$ cat src/rtl/cmp_ctrl_pkg.sv
package cmp_ctrl_pkg;
  localparam int unsigned REF_W  = 3;
  localparam int unsigned CTRL_W = 3 + REF_W;
  localparam int unsigned DATA_W = CTRL_W + 2;

  typedef struct packed {
    logic [REF_W-1:0] src_sel;  // 0: external pin, else internal level
    logic             edge_rise;
    logic             pin_drv;
    logic             enable;
  } ctrl_t;
endpackage

$ cat src/rtl/cmp_sync.sv
module cmp_sync #(
  parameter int unsigned STAGES = 2
) (
  input  logic clk_i,
  input  logic rst_ni,
  input  logic d_i,
  output logic q_o
);
  logic [STAGES-1:0] chain_q;

  generate
    for (genvar i = 0; i < STAGES; i++) begin : g_stage
      if (i == 0) begin : g_first
        always_ff @(posedge clk_i or negedge rst_ni)
          if (!rst_ni) chain_q[0] <= 1'b0;
          else         chain_q[0] <= d_i;
      end else begin : g_next
        always_ff @(posedge clk_i or negedge rst_ni)
          if (!rst_ni) chain_q[i] <= 1'b0;
          else         chain_q[i] <= chain_q[i-1];
      end
    end
  endgenerate

  assign q_o = chain_q[STAGES-1];
endmodule

$ cat src/rtl/cmp_pin_mux.sv
module cmp_pin_mux
  import cmp_ctrl_pkg::*;
(
  input  ctrl_t            ctrl_i,
  input  logic             live_i,
  output logic             neg_sel_o,
  output logic             pos_sel_o,
  output logic             out_sel_o,
  output logic [REF_W-1:0] ref_code_o,
  output logic             cmp_out_o
);
  logic ext_src;

  always_comb begin
    ext_src    = (ctrl_i.src_sel == '0);
    neg_sel_o  = ctrl_i.enable;
    pos_sel_o  = ctrl_i.enable & ext_src;
    out_sel_o  = ctrl_i.enable & ctrl_i.pin_drv;
    ref_code_o = ctrl_i.enable ? ctrl_i.src_sel : '0;
    cmp_out_o  = out_sel_o & live_i;
  end
endmodule

$ cat src/rtl/cmp_edge_flag.sv
module cmp_edge_flag (
  input  logic clk_i,
  input  logic rst_ni,
  input  logic enable_i,
  input  logic edge_rise_i,
  input  logic dir_chg_i,
  input  logic level_i,
  input  logic clr_i,
  output logic flag_o
);
  logic prev_q, flag_q, hit;

  // prev tracks level every cycle, so enabling or flipping direction is primed
  always_comb
    hit = enable_i & ~dir_chg_i & (prev_q != level_i) & (level_i == edge_rise_i);

  always_ff @(posedge clk_i or negedge rst_ni) begin
    if (!rst_ni) begin
      prev_q <= 1'b0;
      flag_q <= 1'b0;
    end else begin
      prev_q <= level_i;
      if (hit)        flag_q <= 1'b1;  // set beats clear
      else if (clr_i) flag_q <= 1'b0;
    end
  end

  assign flag_o = flag_q;
endmodule

$ cat src/rtl/cmp_ctrl.sv
module cmp_ctrl
  import cmp_ctrl_pkg::*;
#(
  parameter int unsigned SYNC_STAGES = 2
) (
  input  logic              clk_i,
  input  logic              rst_ni,
  input  logic              ctrl_we_i,
  input  logic [DATA_W-1:0] ctrl_wdata_i,
  input  logic              flag_clr_i,
  input  logic              cmp_raw_i,
  output logic [DATA_W-1:0] rdata_o,
  output logic              neg_sel_o,
  output logic              pos_sel_o,
  output logic              out_sel_o,
  output logic [REF_W-1:0]  ref_code_o,
  output logic              cmp_out_o,
  output logic              irq_o
);
  ctrl_t ctrl_q, ctrl_d;
  logic  sync_lvl, live, dir_chg, flag;

  assign ctrl_d  = ctrl_t'(ctrl_wdata_i[CTRL_W-1:0]);
  assign dir_chg = ctrl_we_i & (ctrl_d.edge_rise != ctrl_q.edge_rise);

  always_ff @(posedge clk_i or negedge rst_ni)
    if (!rst_ni)        ctrl_q <= '0;
    else if (ctrl_we_i) ctrl_q <= ctrl_d;

  cmp_sync #(.STAGES(SYNC_STAGES)) i_sync (
    .clk_i (clk_i),
    .rst_ni(rst_ni),
    .d_i   (cmp_raw_i),
    .q_o   (sync_lvl)
  );

  assign live = ctrl_q.enable & sync_lvl;

  cmp_edge_flag i_flag (
    .clk_i      (clk_i),
    .rst_ni     (rst_ni),
    .enable_i   (ctrl_q.enable),
    .edge_rise_i(ctrl_q.edge_rise),
    .dir_chg_i  (dir_chg),
    .level_i    (sync_lvl),
    .clr_i      (flag_clr_i),
    .flag_o     (flag)
  );

  cmp_pin_mux i_mux (
    .ctrl_i    (ctrl_q),
    .live_i    (live),
    .neg_sel_o (neg_sel_o),
    .pos_sel_o (pos_sel_o),
    .out_sel_o (out_sel_o),
    .ref_code_o(ref_code_o),
    .cmp_out_o (cmp_out_o)
  );

  assign rdata_o = {flag, live, ctrl_q};
  assign irq_o   = flag;
endmodule

$ cat config.mk
export PLATFORM = sky130hd
export DESIGN_NAME = cmp_ctrl
export DESIGN_NICKNAME = d
export VERILOG_FILES = /design/src/rtl/cmp_ctrl_pkg.sv /design/src/rtl/cmp_sync.sv /design/src/rtl/cmp_pin_mux.sv /design/src/rtl/cmp_edge_flag.sv /design/src/rtl/cmp_ctrl.sv
export SDC_FILE = /design/constraint.sdc
export NUM_CORES = 1
export LEC_CHECK = 0
export ABC_CLOCK_PERIOD_IN_PS = 3000
export CAP_MARGIN = 20
export CORE_AREA = 2 2 39 41
export CTS_BUF_LIST = sky130_fd_sc_hd__clkbuf_16
export DETAILED_ROUTE_END_ITERATION = 10
export DIE_AREA = 0 0 41 43
export DONT_BUFFER_PORTS = 1
export SETUP_SLACK_MARGIN = 0.2
export SLEW_MARGIN = 0
export SYNTH_ARGS = -nofsm -noshare
export SYNTH_HDL_FRONTEND = slang
export SYNTH_HIERARCHICAL = 1
export SYNTH_SLANG_ARGS = --single-unit
$ cat constraint.sdc
create_clock -name clk_i -period 3 [get_ports clk_i]
set_input_delay 0 -clock clk_i [delete_from_list [all_inputs] [get_ports clk_i]]
set_output_delay 0 -clock clk_i [all_outputs]
set_load 0.02 [all_outputs]
* After elaboration in Yosys (flattened, before gate mapping)
Index checks and enable logic that the tools add are counted.
Operators by class: reduce and logical (&&, ||, !) cells 2, multiplexer cells 3, eq/ne operators 3, bitwise logic cells 9
Operators with widths (count):
- AND 1 bit | 8
- zero test 3 bit | 1
- two-way mux 3 bit | 1
- two-way mux 1 bit | 2
- != test 1 bit | 2
- nonzero test 2 bit | 1
- equality test 1 bit | 1
- inverter 1 bit | 1
Storage, ports and cells: input bits 13, output and inout bits 16, flip-flop bits (word level) 10

* Depth between registers and ports, before layout
Gate-level depths: netlist (run 1).
depth in word-level cells 7, gate-level depth with buffers 3

* Hierarchy
Netlist (run 1), hierarchy kept.
Modules (own cells, without submodules):
- cmp_ctrl | instances 1, cells an instance 18, area each 289.0 sq um, seq. area each 150.1 sq um
- cmp_edge_flag | instances 1, cells an instance 8, area each 91.3 sq um, seq. area each 50.0 sq um
- cmp_pin_mux | instances 1, cells an instance 7, area each 53.8 sq um, seq. area each 0.0 sq um
- cmp_sync | instances 1, cells an instance 2, area each 50.0 sq um, seq. area each 50.0 sq um

* Worst setup path before layout (run 1)
OpenSTA, ideal clock, no wires.
path kind register to register, from register ctrl_q, in the netlist rdata_o[2], to register i_flag.flag_q, in the netlist i_flag/flag_o, library setup time 0.095 ns, period minus slack after synthesis 1.153 ns, slack 1.847 ns, stages on the path, launching flop included 4, data arrival time 1.058 ns, data required time 2.905 ns, cells stage by stage dfrtp_1 xor2_1 and2_2 o32ai_2
On the way: word-level cells in the longest chain between the ends 7
RTL lines:
- start, declared | RTL line cmp_ctrl.sv:20 | ctrl_t ctrl_q, ctrl_d;
- start signal, assigned | RTL line cmp_ctrl.sv:28 | else if (ctrl_we_i) ctrl_q <= ctrl_d;
- != test 1 bit * | RTL line cmp_ctrl.sv:24 | assign dir_chg = ctrl_we_i & (ctrl_d.edge_rise != ctrl_q.edge_rise);
- AND 1 bit * | RTL line cmp_ctrl.sv:24
- net dir_chg | RTL line cmp_ctrl.sv:21 | logic sync_lvl, live, dir_chg, flag;
- inverter 1 bit * | RTL line cmp_edge_flag.sv:15 | hit = enable_i & ~dir_chg_i & (prev_q != level_i) & (level_i == edge_rise_i);
- AND 1 bit * (3 in series) | RTL line cmp_edge_flag.sv:15
- two-way mux 1 bit or nonzero test 2 bit (tied branches)
- end signal, assigned | RTL line cmp_edge_flag.sv:20 | flag_q <= 1'b0;
- end signal, assigned | RTL line cmp_edge_flag.sv:23 | if (hit) flag_q <= 1'b1;
- end signal, assigned | RTL line cmp_edge_flag.sv:24 | else if (clr_i) flag_q <= 1'b0;
- end, declared | RTL line cmp_edge_flag.sv:11 | logic prev_q, flag_q, hit;
Mark *: on every way through the listed nets, which the timed path passes. The rest lies on a longest branch. A chain may end at the register's enable or synchronous reset.

==> reports/metrics.csv, run 1 <==
metric,value,unit
status,"complete, no violations",
hold_end,i_flag/flag_o$_DFFE_PN0P_,
finalHoldViolCount,0,
reg2reg_setup_slack,1390,ps
synth-seq-cells,10,
vias_per_cell,4.77,
mostFrequentLayoutCell,dlygate4sd3_1,
grt_start_max_net_pins,12,
p_clk_share,48.4,%
first_pass_iters,2,
synth_area,484,um2
n_antenna_cell,0,
drv_slew,0,
mostFrequentLayoutCells,"15 x dlygate4sd3_1, 10 x dfrtp_1, 6 x mux2_4",
reg2reg_to,rdata_o[0]$_DFFE_PN0P_,
tightest_slew,555,ps
synth_top_cell_by_area,dfrtp_1,
r2r_start,rdata_o[0]$_DFFE_PN0P_,
gr-total-overflow,0,
wl_per_cell,12.8,um
synthTopCellsByArea,"dfrtp_1 52%, mux2_4 19%, and2_1 6.5%",
final_cells,65,
synth_cell_types,14,
die_y,43,um
power.share.combinational,13.5,%
num_vias,310,
grt_pass1_wl,1300,um
root_buffer,clkbuf_16,
rows,14,
worstPathArrival,1720,ps
avgSynthCellArea,13.8,um2
place_inst,47,
clock_path_buffers,2,
min_path_cells,2,
insertion_delay,230,ps
p_switching,0.000109,W
synthesis.nets,48,
power.density,671,nW/um2
drt_iter0_drc,1,
yosysSeqAreaShare,51.7,%
tns,0,ps
place_congestion,0.532,
fin_crit_sh,53.7,%
clock_skew,0.353,ps
min_path_type,input pin to flop,
track_usage,12.2,%
antenna_left,0,
cts_made_buffers,3,
yosys_warnings,6,
p_leak,0.317,nW
rsz0062_at_grt,no,
hpwl,585,um
htreeDepth,1,
drive_above_1_share,24.5,%
layout_min_cycle_time,1610,ps
die_w,41,um
area_growth,43.7,%
ios,29,
antenna_found_initial,0,
port_buffers,0,
required,3110,ps
intPower,0.000358,W
drc_errors,0,
routed_wl,835,um
nets,64,
setup_viol,0,
core_area,1380,um2
start_util,35.0,%
cts.sinks,10,
critical_path_class,flop to flop,
max-vdd-ir-drop,0.364,mV
synth_top_area_share,51.7,%
ff2ff_path_depth,2,
grt_pass1_vias,310,
cts_resized,0,
power_frac_seq,38.1,%
critical_path.max_fanout,11,
min-delay-start,ctrl_we_i,
relSlewSlack,63.0,%
syn_inst,35,
max_freq,621,MHz
worstSetupStartpointType,flop,
clkTransAtPathRegs,40,ps
timing.max_cap.violations,0,
tritoncts,yes,
die_area,1760,um2
end_kind,flop,
switching_share,23.3,%
## through the flow
step / util (%) / worst slack (ps) / hold slack, ps / instance area (um2) / total power [W]
floorplan: - / 1850 / -296 / 484 / 0.000222
global placement: 34.0 / 1670 / -295 / 470 / 0.000219
detailed placement: 34.0 / 1660 / -295 / 470 / 0.000220
CTS: 50.3 / 1380 / 8.62 / 696 / 0.000474
global route: 50.3 / 1320 / 19.5 / 696 / 0.000489
finish: 50.3 / 1390 / 9.96 / 696 / 0.000467
## metal layers
layer / global-route usage (%) / routed length [um]
met1: 12.3 / 325
met2: 16.9 / 413
met3: 7.33 / 79
met4: 10.0 / 16
met5: 0 / 0
## final cells by class
| cell class | count | area [um2] |
|---|---|---|
| timing repair buffer | 15 | 150 |
| fill | 130 | 688 |
| sequential | 10 | 250 |
| inverter | 2 | 7.51 |
| clock buffer | 3 | 75.1 |
| multi-input combinational | 19 | 193 |
| tap | 16 | 20.0 |
## kinds of logic (layout without fill, tap and decap cells)
kind of cell,count (synthesis),in the layout,share of synthesized area [%]
AO/OA/AOI/OAI,2,2,4.39
XOR/XNOR,1,1,1.81
buffers and inverters,6,20,8.53
flip-flops,10,10,51.7
multiplexers,6,6,18.6
AND/OR/NAND/NOR,10,10,15.0
## cell usage after synthesis (all sizes together)
library cell  number
nor2               1
nor4b              1
and3b              1
o32ai              1
and2               6
dfrtp             10
buf                4
inv                2
and3               1
mux2               6
a21oi              1
xor2               1
## critical path, cell delays in order, from the launching register on
cell and delay [ps]:
dfrtp_1 580, mux2_4 360, dlygate4sd3_1 550
## worst max-delay path by stage
stage / from / endpoint / cells past startpoint
2_1_floorplan: rdata_o[2]$_DFFE_PN0P_ / i_flag/flag_o$_DFFE_PN0P_ / 3
3_3_place_gp: rdata_o[0]$_DFFE_PN0P_ / cmp_out_o / 2
3_5_place_dp: rdata_o[0]$_DFFE_PN0P_ / cmp_out_o / 2
4_1_cts: rdata_o[0]$_DFFE_PN0P_ / rdata_o[0]$_DFFE_PN0P_ / 2
5_1_grt: rdata_o[0]$_DFFE_PN0P_ / cmp_out_o / 2
6_report: rdata_o[0]$_DFFE_PN0P_ / rdata_o[0]$_DFFE_PN0P_ / 2
## sequential cells by signal, indices dropped and copies added, names as in the netlist
register / count
i_flag/flag_o: 1
i_flag/prev_q: 1
i_sync/chain_q: 1
i_sync/q_o: 1
rdata_o: 6
## power groups by stage
| stage | Sequential [W] | Clock (W) | Combinational, W |
|---|---|---|---|
| 2_1_floorplan | 0.000172 | 0 | 0.0000503 |
| 3_3_place_gp | 0.000180 | 0 | 0.0000394 |
| 3_5_place_dp | 0.000180 | 0 | 0.0000398 |
| 4_1_cts | 0.000178 | 0.000232 | 0.0000637 |
| 5_1_grt | 0.000181 | 0.000240 | 0.0000679 |
| 6_report | 0.000178 | 0.000226 | 0.0000631 |
## what timing repair did
action	in CTS	in global routing
endpoints found under the hold margin	18	0
hold buffers	15	0
setup buffers	0	0
No activity file was read; power rests on OpenSTA's default activity.
==> run 2: changes to the inputs <==
--- a/config.mk
+++ b/config.mk
@@ -5,7 +5,7 @@
 export SDC_FILE = /design/constraint.sdc
 export NUM_CORES = 1
 export LEC_CHECK = 0
-export ABC_CLOCK_PERIOD_IN_PS = 3000
+export ABC_CLOCK_PERIOD_IN_PS = 1410
 export CAP_MARGIN = 20
 export CORE_AREA = 2 2 39 41
 export CTS_BUF_LIST = sky130_fd_sc_hd__clkbuf_16
==> constraint.sdc (replaced) <==
create_clock -name clk_i -period 1.41 [get_ports clk_i]
set_input_delay 0 -clock clk_i [delete_from_list [all_inputs] [get_ports clk_i]]
set_output_delay 0 -clock clk_i [all_outputs]
set_load 0.02 [all_outputs]
==> reports/metrics.csv, run 2 (synthesized netlist as in run 1, its figures left out) <==
metric,value,unit,change
gr-total-overflow,0,,unchanged
htreeDepth,1,,unchanged
rows,14,,unchanged
crit_chain,nor4b_2 > buf_4,,
tns,0,ps,unchanged
port_buffers,0,,unchanged
multi_input_area,193,um2,unchanged
min_path_type,input pin to flop,,
required,1410,ps,-1700 ps
die_area,1760,um2,unchanged
setup_viol,0,,unchanged
antenna_found_initial,0,,unchanged
core_area,1380,um2,unchanged
finalHoldViolCount,0,,unchanged
num_vias,306,,-1.3%
drt_iter0_drc,3,,+2
die_w,41,um,unchanged
r2r_start,rdata_o[2]$_DFFE_PN0P_,,
clkTransAtPathRegs,40,ps,about the same
timing.max_cap.violations,0,,unchanged
die_y,43,um,unchanged
track_usage,13.9,%,+1.7 points
final_cells,65,,unchanged
insertion_delay,230,ps,about the same
p_leak,0.318,nW,+0.39%
place_inst,52,,+11%
worstPathArrival,1140,ps,-580 ps
root_buffer,clkbuf_16,,
area_growth,41.9,%,
clock_skew,0.693,ps,+0.340 ps
tightest_slew,454,ps,-100 ps
hpwl,639,um,+9.2%
hold_end,i_flag/flag_o$_DFFE_PN0P_,,
routed_wl,874,um,+4.7%
relSlewSlack,69.6,%,+6.6 points
grt_pass1_wl,1510,um,+16%
clock_path_buffers,2,,unchanged
power.density,1450,nW/um2,+120%
worstSetupStartpointType,flop,,
min-delay-start,ctrl_we_i,,
layout_min_cycle_time,1140,ps,
drc_errors,0,,unchanged
ios,29,,unchanged
antenna_left,0,,unchanged
largest_reg_flops,6,,unchanged
status,"complete, no violations",,
post-cts-setup-buffers,0,,unchanged
n_antenna_cell,0,,unchanged
grt_start_max_net_pins,11,,-1
tritoncts,yes,,
reg2reg_setup_slack,290,ps,-1100 ps
slowest_stage,dfrtp_2,,
fill_cells,125,,-3.8%
p_total,0.000998,W,+110%
vias_per_cell,4.71,,-1.3%
end_kind,output port,,
final-seq-area,254,um2,+1.5%
mostFrequentLayoutCells,"10 x dlygate4sd3_1, 7 x dfrtp_1, 6 x mux2_4",,
fin_crit_sh,81.2,%,
slowest_delay,460,ps,-120 ps
final_area,687,um2,-1.3%
critical_path_class,flop to output port,,
place_congestion,0.579,,+8.9%
rsz0062_at_grt,yes,,
first_pass_iters,2,,unchanged
drv_slew,0,,unchanged
max-vdd-ir-drop,0.835,mV,+130%
reg2reg_to,i_flag/flag_o$_DFFE_PN0P_,,
dpl_cell_area,508,um2,+8.0%
cts.sinks,10,,unchanged
start_util,35.0,%,unchanged
ff2ff_path_depth,3,,+1
cts_made_buffers,3,,unchanged
wl_per_cell,13.4,um,+4.7%
mostFrequentLayoutCell,dlygate4sd3_1,,
max_freq,873,MHz,
min_path_cells,2,,unchanged
grt_pass1_vias,332,,+7.1%
drive_above_1_share,40.8,%,+16 points
nets,64,,unchanged
critical_path.max_fanout,4,,-7
==> run 2: cell count changes in the layout (fill, tap and decap cells not counted) <==
| cell | delta |
|---|---|
| dfrtp_1 | -3 |
| buf_4 | +5 |
| dlygate4sd3_1 | -5 |
| dfrtp_2 | +3 |
==> run 2: what timing repair did <==
action,in CTS,in global routing
hold buffers,10,0
endpoints found under the setup margin,0,2
endpoints found under the hold margin,18,0
gates resized for setup,0,3
==> run 2: worst max-delay path by stage <==
stage                                      endpoint  slack, ps              startpoint
after global placement    i_flag/flag_o$_DFFE_PN0P_        360  rdata_o[2]$_DFFE_PN0P_
after floorplan           i_flag/flag_o$_DFFE_PN0P_        260  rdata_o[2]$_DFFE_PN0P_
final                                     pos_sel_o        270  rdata_o[4]$_DFFE_PN0P_
after global routing                      pos_sel_o        190  rdata_o[4]$_DFFE_PN0P_
after detailed placement  i_flag/flag_o$_DFFE_PN0P_        300  rdata_o[2]$_DFFE_PN0P_
after CTS                                 pos_sel_o        220  rdata_o[4]$_DFFE_PN0P_
==> run 2: routing by layer <==
layer	up-vias	wire length, um	share of wire (%)	track usage [%]
met2	18	429	49	19.1
met4	0	16	1.8	10.0
met3	2	86	9.8	8.38
met1	144	343	39	14.9
li1	142	-	-	-
met5	-	0	0	0
==> run 2: layout make-up <==
type / instances / area share [%]
multi-input cells: 19 / 28.1
repair buffers: 15 / 20.0
well taps: 16 / 2.91
inverters: 2 / 1.09
flip-flops and latches: 10 / 37.0
clock buffers: 3 / 10.9
==> run 2: critical path, delay by kind of cell (launching register included) <==
kind | cells | cell delay, ps
AND/OR/NAND/NOR | 1 | 280
buffers and inverters | 1 | 180
flip-flops | 1 | 460
==> run 2: stage by stage <==
step | setup WS, ps | util [%] | hold slack (ps)
final | 265 | 49.6 | 19.0
after global routing | 194 | 49.6 | 31.9
after detailed placement | 298 | 36.7 | -295
after global placement | 358 | 36.7 | -295
after CTS | 224 | 49.4 | 18.1
after floorplan | 257 | - | -296
==> run 2: power by group <==
| group | internal [W] | switching, W |
|---|---|---|
| clock | 0.000366 | 0.000115 |
| combinational | 0.0000799 | 0.0000795 |
| sequential | 0.000315 | 0.0000421 |
